--- config.mk ---
export PLATFORM = sky130hd
export DESIGN_NAME = cc_channel
export DESIGN_NICKNAME = d
export VERILOG_FILES = /design/src/rtl/cc_pkg.sv /design/src/rtl/cc_data_regs.sv /design/src/rtl/cc_compare.sv /design/src/rtl/cc_flags.sv /design/src/rtl/cc_channel.sv
export SDC_FILE = /design/constraint.sdc
export NUM_CORES = 1
export LEC_CHECK = 0
export BUFFER_PORTS_ARGS = -buffer_cell sky130_fd_sc_hd__buf_4
export CAP_MARGIN = 30
export CORE_ASPECT_RATIO = 1.5
export CORE_MARGIN = 3
export CORE_UTILIZATION = 30
export DETAILED_ROUTE_END_ITERATION = 10
export SLEW_MARGIN = 20
export SYNTH_ARGS = -nofsm -noshare
export SYNTH_HDL_FRONTEND = slang
export SYNTH_HIERARCHICAL = 1
export SYNTH_SLANG_ARGS = --single-unit
export TNS_END_PERCENT = 20
--- constraint.sdc ---
create_clock -name clk -period 4.34 [get_ports clk]
set_input_delay 0.217 -clock clk [delete_from_list [all_inputs] [get_ports clk]]
set_output_delay 0.217 -clock clk [all_outputs]
set_load 0.01 [all_outputs]
--- src/rtl/cc_pkg.sv ---
package cc_pkg;

    typedef enum logic [1:0] {
        OC_HOLD   = 2'd0,
        OC_TOGGLE = 2'd1,
        OC_PWM_LO = 2'd2,
        OC_PWM_HI = 2'd3
    } oc_mode_e;

    typedef struct packed {
        logic cc;
        logic ovc;
    } ch_flags_t;

    // Registered output level for a given behaviour.
    function automatic logic next_level(oc_mode_e m, logic below, logic hit, logic cur);
        logic r;
        case (m)
            OC_TOGGLE: r = hit ? ~cur : cur;
            OC_PWM_LO: r = below;
            OC_PWM_HI: r = ~below;
            default:   r = cur;
        endcase
        return r;
    endfunction

endpackage

--- src/rtl/cc_data_regs.sv ---
module cc_data_regs #(
    parameter int W = 16
) (
    input  logic         clk,
    input  logic         rst,
    input  logic         dir_i,
    input  logic         preload_en_i,
    input  logic         wr_i,
    input  logic [W-1:0] wdata_i,
    input  logic         upd_i,
    input  logic         cap_i,
    input  logic [W-1:0] cnt_i,
    output logic [W-1:0] shadow_q,
    output logic [W-1:0] act_q
);

    // Data register: shadow in output direction, capture latch in input direction.
    always_ff @(posedge clk) begin
        if (rst) begin
            shadow_q <= '0;
        end else if (dir_i) begin
            if (cap_i) shadow_q <= cnt_i;
        end else if (wr_i) begin
            shadow_q <= wdata_i;
        end
    end

    // Live threshold.
    always_ff @(posedge clk) begin
        if (rst) begin
            act_q <= '0;
        end else if (!dir_i) begin
            if (!preload_en_i && wr_i)      act_q <= wdata_i;
            else if (preload_en_i && upd_i) act_q <= shadow_q;
        end
    end

endmodule

--- src/rtl/cc_compare.sv ---
module cc_compare
    import cc_pkg::*;
#(
    parameter int W = 16
) (
    input  logic         clk,
    input  logic         rst,
    input  logic         dir_i,
    input  oc_mode_e     mode_i,
    input  logic [W-1:0] cnt_i,
    input  logic [W-1:0] act_i,
    output logic         hit_o,
    output logic         out_q
);

    logic below;

    assign below = (cnt_i < act_i);
    assign hit_o = !dir_i && (cnt_i == act_i);

    always_ff @(posedge clk) begin
        if (rst || dir_i) out_q <= 1'b0;
        else              out_q <= next_level(mode_i, below, hit_o, out_q);
    end

endmodule

--- src/rtl/cc_flags.sv ---
module cc_flags
    import cc_pkg::*;
(
    input  logic      clk,
    input  logic      rst,
    input  logic      hit_i,
    input  logic      cap_i,
    input  logic      clr_cc_i,
    input  logic      clr_ovc_i,
    output ch_flags_t flags_q
);

    logic set_cc;

    assign set_cc = hit_i || cap_i;

    always_ff @(posedge clk) begin
        if (rst) begin
            flags_q <= '0;
        end else begin
            if (set_cc)        flags_q.cc <= 1'b1;
            else if (clr_cc_i) flags_q.cc <= 1'b0;

            if (cap_i && flags_q.cc) flags_q.ovc <= 1'b1;
            else if (clr_ovc_i)      flags_q.ovc <= 1'b0;
        end
    end

endmodule

--- src/rtl/cc_channel.sv ---
module cc_channel
    import cc_pkg::*;
#(
    parameter int CNT_W = 16
) (
    input  logic             clk,
    input  logic             rst,
    input  logic [CNT_W-1:0] cnt_i,
    input  logic             upd_i,
    input  logic             dir_i,
    input  logic [1:0]       oc_mode_i,
    input  logic             preload_en_i,
    input  logic             wr_i,
    input  logic [CNT_W-1:0] wdata_i,
    output logic [CNT_W-1:0] rdata_o,
    input  logic             cap_evt_i,
    input  logic             clr_cc_i,
    input  logic             clr_ovc_i,
    output logic             ch_out_o,
    output logic             cc_flag_o,
    output logic             ovc_flag_o
);

    oc_mode_e         mode;
    logic [CNT_W-1:0] shadow_q;
    logic [CNT_W-1:0] act_q;
    logic             hit;
    logic             cap;
    ch_flags_t        flags;

    assign mode = oc_mode_e'(oc_mode_i);
    assign cap  = dir_i && cap_evt_i;

    cc_data_regs #(.W(CNT_W)) u_regs (
        .clk          (clk),
        .rst          (rst),
        .dir_i        (dir_i),
        .preload_en_i (preload_en_i),
        .wr_i         (wr_i),
        .wdata_i      (wdata_i),
        .upd_i        (upd_i),
        .cap_i        (cap),
        .cnt_i        (cnt_i),
        .shadow_q     (shadow_q),
        .act_q        (act_q)
    );

    cc_compare #(.W(CNT_W)) u_cmp (
        .clk    (clk),
        .rst    (rst),
        .dir_i  (dir_i),
        .mode_i (mode),
        .cnt_i  (cnt_i),
        .act_i  (act_q),
        .hit_o  (hit),
        .out_q  (ch_out_o)
    );

    cc_flags u_flags (
        .clk       (clk),
        .rst       (rst),
        .hit_i     (hit),
        .cap_i     (cap),
        .clr_cc_i  (clr_cc_i),
        .clr_ovc_i (clr_ovc_i),
        .flags_q   (flags)
    );

    assign rdata_o    = shadow_q;
    assign cc_flag_o  = flags.cc;
    assign ovc_flag_o = flags.ovc;

endmodule

==> impl_metrics.csv, run 1 <==
group,metric,value,unit
timing,final-setup-viol-count,0,
detailed_routing,first_pass_iters,4,
cts,root_buffer,"clkbuf_8",
logic_synthesis,syn-num-nets,298,
cts,clk-insertion-delay-late,280,ps
global_route,grt_pass1_wl,8160,um
timing,fin_crit_sh,43.7,%
logic_synthesis,synth_cells,239,
worst_setup_path,crit_path_max_incr_delay,350,ps
floorplan,die_height,108,um
global_route,grt_usage,13.2,%
logic_synthesis,yosysUniqueCellTypes,33,
global_route,grt_start_max_net_pins,36,
place,io_buffers,61,
logic_synthesis,ys.warnings.count,6,
min_path,hold_start,"clr_ovc_i",
cts,numCtsBuffers,5,
cts,cts_tree,"yes",
power_and_ir_drop,p_leak,1.16,nW
logic_synthesis,netlist_area,2090,um2
worst_setup_path,worstReg2RegEnd,"u_cmp/out_q",
detailed_routing,drc_errors,0,
worst_setup_path,r2r_start,"u_regs/act_q[11]",
cells_and_area,drive_gt1_share,28.6,%
timing,slew_viol_final,0,
cells_and_area,nNetsFinal,353,
timing,finalHoldViolations,0,
logic_synthesis,synth_top_area_share,33.6,%
cts,cts_sinks,35,
min_path,hold_path_class,"in -> reg",
power_and_ir_drop,peakVddDrop,0.000139,V
worst_setup_path,endpoint_kind,"register",
worst_setup_path,critPathLaunchType,"register",
run,drv_cap,0,
worst_setup_path,path_cells,"inv_1, ha_1, nand4_1, nor4_4, a21bo_2, a311oi_2, nor3b_1",
min_path,hold_path_end,"u_flags/flags_q[0]",
power_and_ir_drop,power,0.794,mW
cts,path_clk_slew,70,ps
place,dpl_cell_area,2550,um2
detailed_routing,post_drt_wl_per_cell,13.6,um
detailed_routing,antenna_left,0,
logic_synthesis,yosysSeqAreaShare,33.6,%
logic_synthesis,synth_area_leaders,"dfxtp_1 34%, ha_1 9.6%, nor2_1 9.3%",
global_route,antenna_found_initial,0,
min_path,hold_depth,3,
detailed_routing,drtIter0Drc,49,
timing,rsz0062_at_grt,"no",
floorplan,coreArea,6620,um2
cells_and_area,postLayoutCellArea,2640,um2
timing,tns,0,ps
worst_setup_path,required,4510,ps
worst_setup_path,slowest_stage,"nor4_4",
power_and_ir_drop,powerDensity,301,nW/um2
logic_synthesis,synth_top_flop_cell,"dfxtp_1",
worst_setup_path,rrSetupSlack,2440,ps
cts,hold_buffers,0,
timing,finalCriticalPeriod,1900,ps
cts,h-tree-depth,2,
cells_and_area,synthToLayoutAreaGrowth,26.3,%
detailed_routing,vias_per_cell,4.94,
timing,maxSlewHeadroom,45.9,%
cts,cts_setup_buffers,0,
floorplan,pin_count,62,
logic_synthesis,ys_top_cells_by_count,"52 x nor2_1, 35 x dfxtp_1, 33 x inv_1, 17 x mux2i_1",
floorplan,die_width,74.1,um
global_route,grt_pass1_vias,1774,
outcome,outcome,"finished, final reports clean",
floorplan,initial_core_util,31.5,%
logic_synthesis,yosysMostFrequentCell,"nor2_1",
timing,tightest_slew,811,ps
place,gp_congestion,0.725,
floorplan,fp.dieArea,8020,um2
cts,cts_resized,0,
logic_synthesis,synthArstFlopShare,0,%
worst_setup_path,cp_max_fo,4,
worst_setup_path,rr_worst_depth,7,
timing,clock.fmax,0.527,GHz
global_route,grt_overflow_total,0,
logic_synthesis,synth-edff-count,0,
worst_setup_path,path_class,"reg -> reg",
cells_and_area,final_util,39.8,%
detailed_routing,vias,1826,
logic_synthesis,syn-mean-instance-area,8.74,um2
floorplan,num_rows,36,
place,dp_hpwl,3640,um
logic_synthesis,ys_ff_latch,35,
worst_setup_path,arrival,2070,ps
detailed_routing,drt_wl_total,5050,um
logic_synthesis,yosysTopAreaCell,"dfxtp_1",
cts,clock_path_buffers,2,
cells_and_area,diodes,0,
timing,skew,5.54,ps
-- metrics by stage --
step / hold WS (ps) / instances / worst slack [ps]
floorplan: 286 / 239 / 2570
global placement: 452 / 363 / 2510
detailed placement: 462 / 363 / 2450
CTS: 187 / 370 / 2430
global route: 207 / 370 / 2300
finish: 195 / 370 / 2440
-- kinds of logic after synthesis --
| group | count (synthesis) | share of synthesized area (%) |
|---|---|---|
| muxes | 18 | 8.69 |
| buffers and inverters | 46 | 10.3 |
| AOI/OAI and AO/OA | 47 | 20.3 |
| DFF | 35 | 33.6 |
| adders and majority gates | 16 | 9.59 |
| and+or+nand+nor | 77 | 17.6 |
-- worst max-delay path by stage --
stage / from / endpoint / slack (ps) / cells after the start
3_5_place_dp: u_regs/act_q[11] / u_cmp/out_q / 2450 / 7
5_1_grt: u_regs/act_q[11] / u_cmp/out_q / 2300 / 7
4_1_cts: u_regs/act_q[11] / u_cmp/out_q / 2430 / 7
6_report: u_regs/act_q[11] / u_cmp/out_q / 2440 / 7
2_1_floorplan: u_regs/act_q[14] / u_cmp/out_q / 2570 / 7
3_3_place_gp: u_regs/act_q[11] / u_cmp/out_q / 2510 / 7
-- flip-flops by register name, summed over array words and instances (netlist names) --
name and flops:
u_flags/flags_q 2, u_regs/act_q 16, u_cmp/out_q 1, u_regs/shadow_q 16
-- routing by layer --
metal / GRT usage [%] / part of all wire (%)
met1: 15.9 / 42
met2: 22.1 / 50
met3: 3.16 / 6.3
met4: 4.92 / 0.95
met5: 0 / 0
-- power breakdown --
| part | leakage [nW] | internal [mW] | total (mW) | switching [mW] |
|---|---|---|---|---|
| sequential | 0.289 | 0.347 | 0.363 | 0.0156 |
| clock | 0.0470 | 0.125 | 0.242 | 0.118 |
| combinational | 0.828 | 0.0927 | 0.190 | 0.0969 |
-- critical path, delay by kind of cell (launching register included) --
family / cells / cell delay [ps]
and+or+nand+nor: 3 / 610
AOI/OAI and AO/OA: 2 / 490
DFF: 1 / 330
adders and majority gates: 1 / 300
buffers and inverters: 1 / 40
-- final cells by class --
cell class / instances / area (um2)
Fill cell: 702 / 3980
Multi-Input combinational cell: 158 / 1170
Sequential cell: 35 / 701
Timing Repair Buffer: 61 / 458
Inverter: 33 / 124
Tap cell: 76 / 95.1
Clock buffer: 6 / 82.6
Clock inverter: 1 / 5.00
-- cells in the final DEF (no fill, tap or decap), types with 3 or more instances in the layout --
cell type	count
nand2b_1	3
nand2_1	5
mux2i_1	17
a2111oi_0	6
inv_1	33
nor2_1	52
a21oi_1	8
a211oi_1	16
nand4_1	4
dfxtp_1	35
buf_4	61
clkbuf_8	6
ha_1	16
and2_1	3
a2111oi_2	10
Note: power is estimated with default switching activity, not from simulation.
==> inputs of run 2 (changes only) <==
ABC_AREA = 1   (was default)
clock period = 1.89 ns   (was 4.34 ns; I/O delays follow)
==> impl_metrics.csv, run 2 <==
group,metric,value,unit
outcome,outcome,"finished, final reports clean",
logic_synthesis,syn-num-nets,442,
place,dpl_cell_area,2820,um2
detailed_routing,vias_per_cell,4.38,
timing,clock.fmax,0.605,GHz
floorplan,fp.dieArea,8830,um2
run,drv_cap,0,
cells_and_area,drive_gt1_share,20.4,%
logic_synthesis,synth-edff-count,0,
timing,slew_viol_final,0,
cts,root_buffer,"clkbuf_8",
logic_synthesis,ys_top_cells_by_count,"154 x nand2_1, 68 x nor2_1, 44 x inv_1, 35 x dfxtp_1",
detailed_routing,drt_wl_total,6260,um
global_route,grt_usage,14.8,%
power_and_ir_drop,peakVddDrop,0.000368,V
power_and_ir_drop,p_sw,0.599,mW
worst_setup_path,crit_path_max_incr_delay,470,ps
timing,skew,5.50,ps
cts,cts_setup_buffers,0,
power_and_ir_drop,pwr-share-comb,26.0,%
logic_synthesis,synth_top_area_share,30.3,%
place,dp_hpwl,4550,um
place,io_buffers,61,
logic_synthesis,synth_cells,383,
detailed_routing,antenna_left,0,
logic_synthesis,synth_area_leaders,"dfxtp_1 30%, nand2_1 25%, nor2_1 11%",
logic_synthesis,syn-mean-instance-area,6.05,um2
floorplan,pin_count,62,
floorplan,coreArea,7370,um2
power_and_ir_drop,power.internal,1.35,mW
cells_and_area,mostFrequentLayoutCell,"nand2_1",
logic_synthesis,yosysTopAreaCell,"dfxtp_1",
cells_and_area,fillers,839,
worst_setup_path,path_cells,"inv_1, ha_1, nand4_1, nor4_1, nor2_1, a21oi_1",
cts,clk-insertion-delay-late,280,ps
cells_and_area,synthToLayoutAreaGrowth,26.5,%
global_route,grt_pass1_vias,2206,
power_and_ir_drop,power_frac_seq,42.6,%
cells_and_area,biggestRegsByFlops,"u_regs/act_q x16, u_regs/shadow_q x16, u_flags/flags_q x2",
global_route,grt_overflow_total,0,
detailed_routing,drtIter0Drc,132,
logic_synthesis,synth_top_flop_cell,"dfxtp_1",
place,gp_congestion,0.779,
min_path,hold_path_class,"in -> reg",
worst_setup_path,slowest_stage,"nor4_1",
worst_setup_path,endpoint_kind,"register",
logic_synthesis,yosysSeqAreaShare,30.3,%
power_and_ir_drop,p_leak,1.61,nW
global_route,grt_pass1_wl,10400,um
cts,numCtsBuffers,5,
cts,cts_sinks,35,
logic_synthesis,ys_ff_latch,35,
timing,tightest_slew,468,ps
cells_and_area,final_util,39.8,%
global_route,grt_start_max_net_pins,33,
floorplan,die_width,77.7,um
timing,final-setup-viol-count,0,
cells_and_area,postLayoutCellArea,2930,um2
worst_setup_path,arrival,1880,ps
timing,finalCriticalPeriod,1650,ps
logic_synthesis,yosysMostFrequentCell,"nand2_1",
detailed_routing,post_drt_wl_per_cell,11.6,um
logic_synthesis,yosysUniqueCellTypes,25,
power_and_ir_drop,clkPwrFrac,31.4,%
cells_and_area,final_cell_mix,"154 x nand2_1, 68 x nor2_1, 61 x buf_4",
detailed_routing,first_pass_iters,4,
worst_setup_path,cp_max_fo,3,
timing,maxSlewHeadroom,68.8,%
floorplan,initial_core_util,31.4,%
detailed_routing,drc_errors,0,
logic_synthesis,synthArstFlopShare,0,%
logic_synthesis,netlist_area,2320,um2
worst_setup_path,path_class,"reg -> reg",
detailed_routing,vias,2371,
power_and_ir_drop,powerDensity,665,nW/um2
worst_setup_path,critPathLaunchType,"register",
logic_synthesis,ys.warnings.count,6,
cells_and_area,diodes,0,
timing,fin_crit_sh,87.4,%
cts,h-tree-depth,2,
power_and_ir_drop,swShare,30.7,%
cts,clock_path_buffers,2,
cts,cts_tree,"yes",
cells_and_area,nNetsFinal,499,
cts,cts_resized,0,
worst_setup_path,required,2110,ps
global_route,antenna_found_initial,0,
timing,rsz0062_at_grt,"no",
timing,tns,0,ps
cts,path_clk_slew,80,ps
cts,hold_buffers,1,
floorplan,die_height,114,um
timing,finalHoldViolations,0,
floorplan,num_rows,38,
==> run 2: cell count changes after synthesis, moves of 11 or more <==
cell,delta
mux2i_1,-17
a211oi_1,-16
inv_1,+11
nand2_1,+149
o21ai_0,+14
nor2_1,+16
==> run 2: worst max-delay path: cells and delay by family, from the launching register on <==
kind / cells / cell delay, ps
and+or+nand+nor: 3 / 750
DFF: 1 / 340
adders and majority gates: 1 / 300
AOI/OAI and AO/OA: 1 / 150
buffers and inverters: 1 / 50
==> run 2: power groups by stage <==
| stage | clock, mW | sequential [mW] | combinational [mW] |
|---|---|---|---|
| finish | 0.613 | 0.830 | 0.507 |
| global route | 0.667 | 0.839 | 0.581 |
| CTS | 0.638 | 0.830 | 0.513 |
| detailed placement | 0 | 0.847 | 0.509 |
| global placement | 0 | 0.845 | 0.505 |
| floorplan | 0 | 0.854 | 0.307 |
==> run 2: metrics by stage <==
step / worst slack [ps] / total power, mW / hold slack (ps) / cells
floorplan: 525 / 1.16 / 157 / 383
global placement: 304 / 1.35 / 289 / 532
detailed placement: 284 / 1.36 / 290 / 532
CTS: 253 / 1.98 / 28.8 / 541
global route: 125 / 2.09 / 41.2 / 541
finish: 238 / 1.95 / 39.9 / 541
==> run 2: worst paths after layout <==
kind                 startpoint                 end  slack [ps]  cells past startpoint
max reg2reg     u_regs/act_q[7]  u_flags/flags_q[1]         240                      6
max             u_regs/act_q[7]  u_flags/flags_q[1]         240                      6
min reg2reg  u_flags/flags_q[0]  u_flags/flags_q[0]         480                      2
min                    clr_cc_i  u_flags/flags_q[1]          40                      4
==> run 2: cell type report <==
type | instances | area [um2] | share of cell area, %
Sequential cell | 35 | 701 | 23.9
Inverter | 51 | 196 | 6.70
Tap cell | 100 | 125 | 4.27
Timing Repair Buffer | 63 | 488 | 16.7
Multi-Input combinational cell | 284 | 1320 | 45.0
Clock buffer | 8 | 100 | 3.42
==> run 2: layer usage <==
metal  vias to the layer above  global-route usage [%]  part of all wire [%]
li1                       1254                       -                     -
met1                      1039                    17.3                    42
met2                        72                    26.5                    51
met3                         6                    2.92                   5.6
met4                         0                    5.34                   1.4
met5                         -                       0                     0
==> run 2: kinds of logic after synthesis <==
| group | synth area share [%] |
|---|---|
| AND/OR/NAND/NOR | 42.5 |
| buffers and inverters | 12.7 |
| flip-flops | 30.3 |
| AO/OA/AOI/OAI | 5.89 |
| adder cells (fa/ha/maj) | 8.64 |
